`config.mk`:
```
export PLATFORM = sky130hd
export DESIGN_NAME = bkz_top
export DESIGN_NICKNAME = d
export VERILOG_FILES = /design/src/rtl/bkz_pkg.sv /design/src/rtl/bkz_zone_map.sv /design/src/rtl/bkz_perm.sv /design/src/rtl/bkz_cfg.sv /design/src/rtl/bkz_store.sv /design/src/rtl/bkz_top.sv
export SDC_FILE = /design/constraint.sdc
export NUM_CORES = 2
export LEC_CHECK = 0
export BUFFER_PORTS_ARGS = -buffer_cell sky130_fd_sc_hd__buf_4
export CORE_ASPECT_RATIO = 2
export CORE_MARGIN = 3
export CORE_UTILIZATION = 55
export DETAILED_ROUTE_END_ITERATION = 12
export PLACE_DENSITY = 0.8
export SLEW_MARGIN = 25
export SYNTH_ARGS = -nofsm -noshare
export SYNTH_HDL_FRONTEND = slang
export SYNTH_HIERARCHICAL = 1
export SYNTH_SLANG_ARGS = --single-unit
```
`constraint.sdc`:
```
create_clock -name clk -period 61.8 [get_ports clk]
set_clock_uncertainty 0.15 [all_clocks]
set_input_delay 9.27 -clock clk [delete_from_list [all_inputs] [get_ports clk]]
set_output_delay 9.27 -clock clk [all_outputs]
set_load 0.01 [all_outputs]
```
`src/rtl/bkz_pkg.sv`:
```
package bkz_pkg;

  typedef enum logic [1:0] {
    ZN_NONE = 2'd0,
    ZN_LOW  = 2'd1,
    ZN_MID  = 2'd2,
    ZN_OPEN = 2'd3
  } zone_e;

  typedef struct packed {
    logic we;
    logic sec;
    logic priv;
  } attr_t;

  localparam int CFG_B1_LSB    = 0;
  localparam int CFG_B2_LSB    = 16;
  localparam int CFG_LOCK_BIT  = 30;
  localparam int CFG_CSEC_BIT  = 31;
  localparam int PRV_LOW_BIT   = 29;
  localparam int PRV_OPENW_BIT = 30;
  localparam int LOCKED_REGS   = 8;

endpackage

```
`src/rtl/bkz_zone_map.sv`:
```
module bkz_zone_map
  import bkz_pkg::*;
#(
  parameter int BND_W = 8
) (
  input  logic [BND_W-1:0] idx,
  input  logic [BND_W-1:0] bound1,
  input  logic [BND_W-1:0] bound2,
  output zone_e            zone
);

  always_comb begin
    if (idx < bound2) begin
      if (idx < bound1) zone = ZN_LOW;
      else              zone = ZN_MID;
    end else begin
      zone = ZN_OPEN;
    end
  end

endmodule

```
`src/rtl/bkz_perm.sv`:
```
module bkz_perm
  import bkz_pkg::*;
(
  input  zone_e zone,
  input  attr_t attr,
  input  logic  lock_hit,
  input  logic  low_need_priv,
  input  logic  open_wr_need_priv,
  output logic  allow
);

  logic base_ok;
  logic priv_ok;

  always_comb begin
    unique case (zone)
      ZN_LOW:  base_ok = attr.sec;
      ZN_MID:  base_ok = attr.sec || !attr.we;
      ZN_OPEN: base_ok = 1'b1;
      default: base_ok = 1'b0;
    endcase
  end

  always_comb begin
    priv_ok = 1'b1;
    if ((zone == ZN_LOW || zone == ZN_MID) && low_need_priv)
      priv_ok = attr.priv;
    else if (zone == ZN_OPEN && attr.we && open_wr_need_priv)
      priv_ok = attr.priv;
  end

  assign allow = !lock_hit && base_ok && priv_ok;

endmodule

```
`src/rtl/bkz_cfg.sv`:
```
module bkz_cfg
  import bkz_pkg::*;
#(
  parameter int NUM_REGS = 32,
  parameter int BND_W    = 8,
  parameter int DATA_W   = 32
) (
  input  logic              clk,
  input  logic              rst_n,
  input  logic              cfg_wr,
  input  logic              prv_wr,
  input  logic [DATA_W-1:0] wdata,
  output logic [BND_W-1:0]  bound1,
  output logic [BND_W-1:0]  bound2,
  output logic              lock,
  output logic              ctl_sec,
  output logic              low_priv,
  output logic              open_wr_priv,
  output logic [DATA_W-1:0] cfg_word,
  output logic [DATA_W-1:0] prv_word
);

  localparam logic [BND_W-1:0] MAX_BND = BND_W'(NUM_REGS);

  logic [BND_W-1:0] b1_q, b1_d, b2_q, b2_d;
  logic             lock_q, lock_d, csec_q, csec_d;
  logic             lowp_q, lowp_d, openp_q, openp_d;
  logic [BND_W-1:0] w_b1, w_b2;
  logic             unused_wbits;

  assign w_b1 = wdata[CFG_B1_LSB +: BND_W];
  assign w_b2 = wdata[CFG_B2_LSB +: BND_W];
  assign unused_wbits = ^{wdata[29:24], wdata[15:8]};

  always_comb begin
    b1_d    = b1_q;
    b2_d    = b2_q;
    lock_d  = lock_q;
    csec_d  = csec_q;
    lowp_d  = lowp_q;
    openp_d = openp_q;
    if (cfg_wr) begin
      if (w_b1 <= MAX_BND) b1_d = w_b1;
      if (w_b2 <= MAX_BND) b2_d = w_b2;
      lock_d = lock_q | wdata[CFG_LOCK_BIT];
      csec_d = wdata[CFG_CSEC_BIT];
    end
    if (prv_wr) begin
      lowp_d  = wdata[PRV_LOW_BIT];
      openp_d = wdata[PRV_OPENW_BIT];
    end
  end

  always_ff @(posedge clk or negedge rst_n) begin
    if (!rst_n) begin
      b1_q    <= '0;
      b2_q    <= '0;
      lock_q  <= 1'b0;
      csec_q  <= 1'b0;
      lowp_q  <= 1'b0;
      openp_q <= 1'b0;
    end else begin
      b1_q    <= b1_d;
      b2_q    <= b2_d;
      lock_q  <= lock_d;
      csec_q  <= csec_d;
      lowp_q  <= lowp_d;
      openp_q <= openp_d;
    end
  end

  assign bound1       = b1_q;
  assign bound2       = b2_q;
  assign lock         = lock_q;
  assign ctl_sec      = csec_q;
  assign low_priv     = lowp_q;
  assign open_wr_priv = openp_q;

  always_comb begin
    cfg_word = '0;
    cfg_word[CFG_B1_LSB +: BND_W] = b1_q;
    cfg_word[CFG_B2_LSB +: BND_W] = b2_q;
    cfg_word[CFG_LOCK_BIT]        = lock_q;
    cfg_word[CFG_CSEC_BIT]        = csec_q;
    prv_word = '0;
    prv_word[PRV_LOW_BIT]         = lowp_q;
    prv_word[PRV_OPENW_BIT]       = openp_q;
  end

endmodule

```
`src/rtl/bkz_store.sv`:
```
module bkz_store #(
  parameter int NUM_REGS = 32,
  parameter int DATA_W   = 32,
  localparam int IDX_W   = (NUM_REGS > 1) ? $clog2(NUM_REGS) : 1
) (
  input  logic              clk,
  input  logic              rst_n,
  input  logic              wr_en,
  input  logic [IDX_W-1:0]  idx,
  input  logic [DATA_W-1:0] wdata,
  output logic [DATA_W-1:0] rdata
);

  logic [DATA_W-1:0] mem [NUM_REGS];

  for (genvar g = 0; g < NUM_REGS; g++) begin : g_word
    logic hit;
    assign hit = wr_en && (idx == IDX_W'(g));
    always_ff @(posedge clk or negedge rst_n) begin
      if (!rst_n)   mem[g] <= '0;
      else if (hit) mem[g] <= wdata;
    end
  end

  always_comb begin
    rdata = '0;
    for (int k = 0; k < NUM_REGS; k++)
      if (idx == IDX_W'(k)) rdata = mem[k];
  end

endmodule

```
`src/rtl/bkz_top.sv`:
```
module bkz_top
  import bkz_pkg::*;
#(
  parameter int NUM_REGS = 32,
  parameter int ADDR_W   = 7,
  parameter int DATA_W   = 32,
  parameter int BND_W    = 8
) (
  input  logic              clk,
  input  logic              rst_n,
  input  logic              bus_en,
  input  logic              bus_we,
  input  logic [ADDR_W-1:0] bus_addr,
  input  logic [DATA_W-1:0] bus_wdata,
  input  logic              bus_sec,
  input  logic              bus_priv,
  output logic [DATA_W-1:0] bus_rdata,
  output logic              bus_err
);

  localparam int OFF_W = ADDR_W - 1;
  localparam int IDX_W = (NUM_REGS > 1) ? $clog2(NUM_REGS) : 1;
  localparam logic [OFF_W-1:0] A_CFG = OFF_W'(0);
  localparam logic [OFF_W-1:0] A_PRV = OFF_W'(1);
  localparam logic [OFF_W-1:0] A_CNT = OFF_W'(2);
  localparam logic [BND_W-1:0] CNT_V = BND_W'(NUM_REGS);

  // reset: asserted asynchronously, released after two clock edges
  logic rst_s1_n, rst_q_n;
  always_ff @(posedge clk or negedge rst_n) begin
    if (!rst_n) begin
      rst_s1_n <= 1'b0;
      rst_q_n  <= 1'b0;
    end else begin
      rst_s1_n <= 1'b1;
      rst_q_n  <= rst_s1_n;
    end
  end

  // decode
  logic             is_bank, bank_hit, is_cfg, is_prv, is_cnt;
  logic [OFF_W-1:0] off;
  logic [BND_W-1:0] off_ext;
  logic             lock_win;
  attr_t            attr;

  assign is_bank  = bus_addr[ADDR_W-1];
  assign off      = bus_addr[OFF_W-1:0];
  assign off_ext  = BND_W'(off);
  assign bank_hit = is_bank && (off_ext < CNT_V);
  assign is_cfg   = !is_bank && (off == A_CFG);
  assign is_prv   = !is_bank && (off == A_PRV);
  assign is_cnt   = !is_bank && (off == A_CNT);
  assign attr     = '{we: bus_we, sec: bus_sec, priv: bus_priv};

  // configuration
  logic [BND_W-1:0]  bound1, bound2;
  logic              lock_q, ctl_sec, low_priv, open_wr_priv;
  logic [DATA_W-1:0] cfg_word, prv_word;
  logic              cfg_wr, prv_wr, ctl_ok;

  assign ctl_ok = !ctl_sec || bus_sec;
  assign cfg_wr = bus_en && bus_we && is_cfg && bus_sec && bus_priv;
  assign prv_wr = bus_en && bus_we && is_prv && bus_priv && ctl_ok;

  bkz_cfg #(.NUM_REGS(NUM_REGS), .BND_W(BND_W), .DATA_W(DATA_W)) u_cfg (
    .clk(clk), .rst_n(rst_q_n), .cfg_wr(cfg_wr), .prv_wr(prv_wr),
    .wdata(bus_wdata), .bound1(bound1), .bound2(bound2), .lock(lock_q),
    .ctl_sec(ctl_sec), .low_priv(low_priv), .open_wr_priv(open_wr_priv),
    .cfg_word(cfg_word), .prv_word(prv_word)
  );

  // zone and permission
  zone_e zone;
  logic  bank_allow;

  assign lock_win = lock_q && (off_ext < BND_W'(LOCKED_REGS));

  bkz_zone_map #(.BND_W(BND_W)) u_zone (
    .idx(off_ext), .bound1(bound1), .bound2(bound2), .zone(zone)
  );

  bkz_perm u_perm (
    .zone(zone), .attr(attr), .lock_hit(lock_win),
    .low_need_priv(low_priv), .open_wr_need_priv(open_wr_priv),
    .allow(bank_allow)
  );

  // storage
  logic [DATA_W-1:0] bank_rd;
  logic              bank_wr;

  assign bank_wr = bus_en && bus_we && bank_hit && bank_allow;

  bkz_store #(.NUM_REGS(NUM_REGS), .DATA_W(DATA_W)) u_store (
    .clk(clk), .rst_n(rst_q_n), .wr_en(bank_wr), .idx(off[IDX_W-1:0]),
    .wdata(bus_wdata), .rdata(bank_rd)
  );

  // response
  logic              ok;
  logic [DATA_W-1:0] rd_val;

  always_comb begin
    ok     = 1'b0;
    rd_val = '0;
    if (bank_hit) begin
      ok     = bank_allow;
      rd_val = bank_rd;
    end else if (is_cfg) begin
      ok     = bus_we ? (bus_sec && bus_priv) : ctl_ok;
      rd_val = cfg_word;
    end else if (is_prv) begin
      ok     = bus_we ? (bus_priv && ctl_ok) : ctl_ok;
      rd_val = prv_word;
    end else if (is_cnt) begin
      ok     = !bus_we;
      rd_val = DATA_W'(CNT_V);
    end
  end

  logic [DATA_W-1:0] rdata_q, rdata_d;
  logic              err_q, err_d;

  always_comb begin
    rdata_d = rdata_q;
    err_d   = 1'b0;
    if (bus_en) begin
      err_d   = !ok;
      rdata_d = (!bus_we && ok) ? rd_val : '0;
    end
  end

  always_ff @(posedge clk or negedge rst_q_n) begin
    if (!rst_q_n) begin
      rdata_q <= '0;
      err_q   <= 1'b0;
    end else begin
      rdata_q <= rdata_d;
      err_q   <= err_d;
    end
  end

  assign bus_rdata = rdata_q;
  assign bus_err   = err_q;

endmodule

```
==> out/metrics.cfg <==
[clocking]
cts_hold_buf = 0
post-cts-setup-buffer-count = 0
cts_buffers = 88
h-tree-depth = 3
post_cts_resized = 0
cts_buffer_depth = 3
cts_sinks = 1079
ctsRootBufferMaster = clkbuf_16
path_clk_slew_ps = 70
cts_tree = built
insertion_delay_ps = 680

[synthesis]
yosysMostFrequentCell = dfrtp_1
syn-cell-area_sq_mm = 0.05163
synth_seq_cells = 1079
ys_types = 94
synth-xor-area-share_pct = 0
synth_common_cells = dfrtp_1 (1079), mux2_2 (1024), a21oi_1 (202)
ys.flop_type = dfrtp_1
synth_top_area_share_pct = 52.29
synth-simple-area-share_pct = 4.297
yosysSeqAreaShare_pct = 52.29
synth_largest_area_cell = dfrtp_1
synth_fa_ha_area_share_pct = 0.4362
synth.area.mux_share_pct = 26.51
synth_area_leaders = dfrtp_1 (52%), mux2_2 (22%), mux2i_1 (2.5%)
synth-warning-count = 6
synth_edf_count = 0
synth_top_family_by_area = multiplexers
avgSynthCellArea_sq_um = 12.59
ys_async_sr_fraction_pct = 100.0
synth_compound_area_share_pct = 11.47
synth_cells = 4101

[finish]
final_net_count = 4001
fillers = 7154
area_delta_synth_final_pct = 7.422
drive_above_1_share_pct = 36.32
final_cells = 5209

[global_route]
grt_overflow = 0
grt_pass1_wl_mm = 220.4
grt_max_degree = 177
grt_use_total_pct = 29.17
antenna_found_initial = 6
grt_pass1_vias = 36920

[critical_path]
cp.arrival_ps = 13990
criticalPathCategory = input port to flip-flop
cp_num_buf_inv = 4
cp.depth = 17
cp-end-kind = flip-flop
cp_common_cell = nand2_1
startpoint = bus_addr[0]
r2r_end = u_store/mem[582]$_DFFE_PN0P_
cp_cell_sequence = buf_8, buf_12, nor2b_1, o21ai_1, a41oi_2, nand2b_1, inv_1, ha_1, a32oi_1, nor2_1, nor4b_4, nand2_1, nor2_2, buf_4, nand2_1, nor2_4, mux2_2
cp-start-kind = input port
ff2ff_path_depth = 17
critical-path-max-stage-delay_ps = 930
cp_max_fo = 103
r2r_slack_ps = 56790
r2r_start = u_cfg/bound2[2]$_DFFE_PN0P_
crit_path_end = u_store/mem[582]$_DFFE_PN0P_
critPathTopFamily = simple AND/OR/NAND/NOR gates
cp_slowest_cell = nor2_4
worst_ep_required_time_ps = 62190

[placement]
place_congestion = 0.8846
hpwlAfterDp_mm = 91.71
port_buffers = 77
dp_cells = 5045

[floorplanning]
core_area_sq_mm = 0.09291
dieArea_sq_mm = 0.09781
dieHeight_um = 439.3
floorplan.initialDensity_pct = 55.57
die_width_um = 222.7
ios = 78
row_count = 158

[route]
wl_per_cell_um = 27.78
via_count = 34930
detail_route.vias_per_cell = 6.705
totalWireLength_mm = 144.7
initialDrtViolationCount = 3270
antenna_left = 0
drc_errors = 0
firstDrtPassIters = 6

[sta]
relSlewSlack_pct = 22.84
max_freq_ghz = 0.07356
setup_viol = 0
tns_ps = 0
final.min_clock_period_ps = 13590
slew_violations = 0
finalCritPeriodShare_pct = 22.00
final_hold_viol_count = 0
max_slew.worst_pin.slew_ps = 1156
rsz0062_at_grt = no

[job]
maxCapViolCount = 0

[pwr]
powerDensity_mw_per_mm2 = 26.44
static-leakage-power_nw = 26.94
peakVddDrop_v = 0.00002964

[status]
status = completed

[min_path]
hold_class = flip-flop to asynchronous set/reset pin

[per-stage QoR]
step	util (%)	hold WS [ps]	total power (W)	setup slack [ps]	cell area, sq um
2_1_floorplan	-	181.2	0.0008443	29350	51800
3_3_place_gp	56.21	192.2	0.0008765	47480	52230
3_5_place_dp	56.32	195.0	0.0008812	47580	52330
4_1_cts	59.58	211.7	0.001472	48290	55360
5_1_grt	59.69	99.82	0.001511	47970	55460
6_report	59.69	78.81	0.001467	48210	55460
[report_power, final]
group | internal [W] | switching, W | leakage [nW]
Clock | 0.000330 | 0.000265 | 1.49
Combinational | 0.0000440 | 0.0000801 | 10.5
Sequential | 0.000733 | 0.0000146 | 14.9
Total | 0.00111 | 0.000360 | 26.9
[placed cells by master, fill, tap and decap left out, drive strengths merged, types with 11 or more instances in the layout]
master / count
mux4: 20
nand3: 53
a22o: 12
clkinv: 13
nor3: 38
inv: 60
buf: 152
a32oi: 15
clkbuf: 129
a31oi: 27
a222oi: 21
a211o: 26
o31ai: 16
nor3b: 19
conb: 49
a221oi: 35
a21oi: 203
o21bai: 16
a22oi: 45
o221ai: 44
a2bb2oi: 32
o21ai: 194
dfrtp: 1079
nand2b: 18
mux2i: 129
nand2: 111
ha: 18
nor2b: 11
mux2: 1061
a211oi: 20
o22ai: 111
nor2: 134
[state kept, by name (all words and copies together) (netlist names)]
signal	cells
u_cfg/ctl_sec	1
rst_s1_n	1
u_cfg/low_priv	1
u_store/mem	1024
u_cfg/lock	1
u_cfg/bound2	8
bus_rdata	32
u_cfg/open_wr_priv	1
bus_err	1
u_cfg/bound1	8
rst_q_n	1
[worst reg2reg max path, delay by kind of cell, from the launching register on]
family	cells	cell delay [ps]
multiplexers	1	440
AO/OA/AOI/OAI	4	770
flip-flops	1	470
adder cells (fa/ha/maj)	2	540
AND/OR/NAND/NOR	7	1990
buffers and inverters	3	530
[routing by layer]
metal | global-route usage, % | share of wire, % | up-vias
met1 | 32.30 | 35 | 18200
met3 | 3.893 | 5.5 | 551
met4 | 20.66 | 7.6 | 0
met5 | 0 | 0 | -
met2 | 51.53 | 52 | 1587
li1 | - | - | 14600
[cell families (layout without fill, tap and decap cells)]
| family | Yosys count | after routing |
|---|---|---|
| buf+inv | 507 | 366 |
| compound gates | 862 | 862 |
| fa+ha+maj | 18 | 18 |
| mux | 1210 | 1210 |
| flops | 1079 | 1079 |
| simple gates | 422 | 422 |
| other cells | 3 | 52 |
[area by class of cell]
type | count | area [sq um] | area share [%]
Tap cell | 1200 | 1501 | 2.707
Clock buffer | 129 | 2629 | 4.740
Sequential cell | 1079 | 27000 | 48.69
Multi-Input combinational cell | 2561 | 22400 | 40.38
Inverter | 56 | 210.2 | 0.3790
Timing Repair Buffer | 152 | 1309 | 2.360
Clock inverter | 29 | 404.1 | 0.7286
Antenna cell | 3 | 7.507 | 0.01354
[worst min-delay path by stage]
stage / from / to / slack [ps] / cells past startpoint
after floorplan: rst_s1_n$_DFF_PN0_ / rst_q_n$_DFF_PN0_ / 180 / 0
after global placement: rst_s1_n$_DFF_PN0_ / rst_q_n$_DFF_PN0_ / 190 / 0
after detailed placement: rst_s1_n$_DFF_PN0_ / rst_q_n$_DFF_PN0_ / 190 / 0
after CTS: rst_s1_n$_DFF_PN0_ / rst_q_n$_DFF_PN0_ / 210 / 0
after global routing: rst_q_n$_DFF_PN0_ / u_store/mem[162]$_DFFE_PN0P_ / 100 / 0
final: rst_q_n$_DFF_PN0_ / u_store/mem[162]$_DFFE_PN0P_ / 80 / 0
Note: power is estimated with default switching activity, not from simulation.
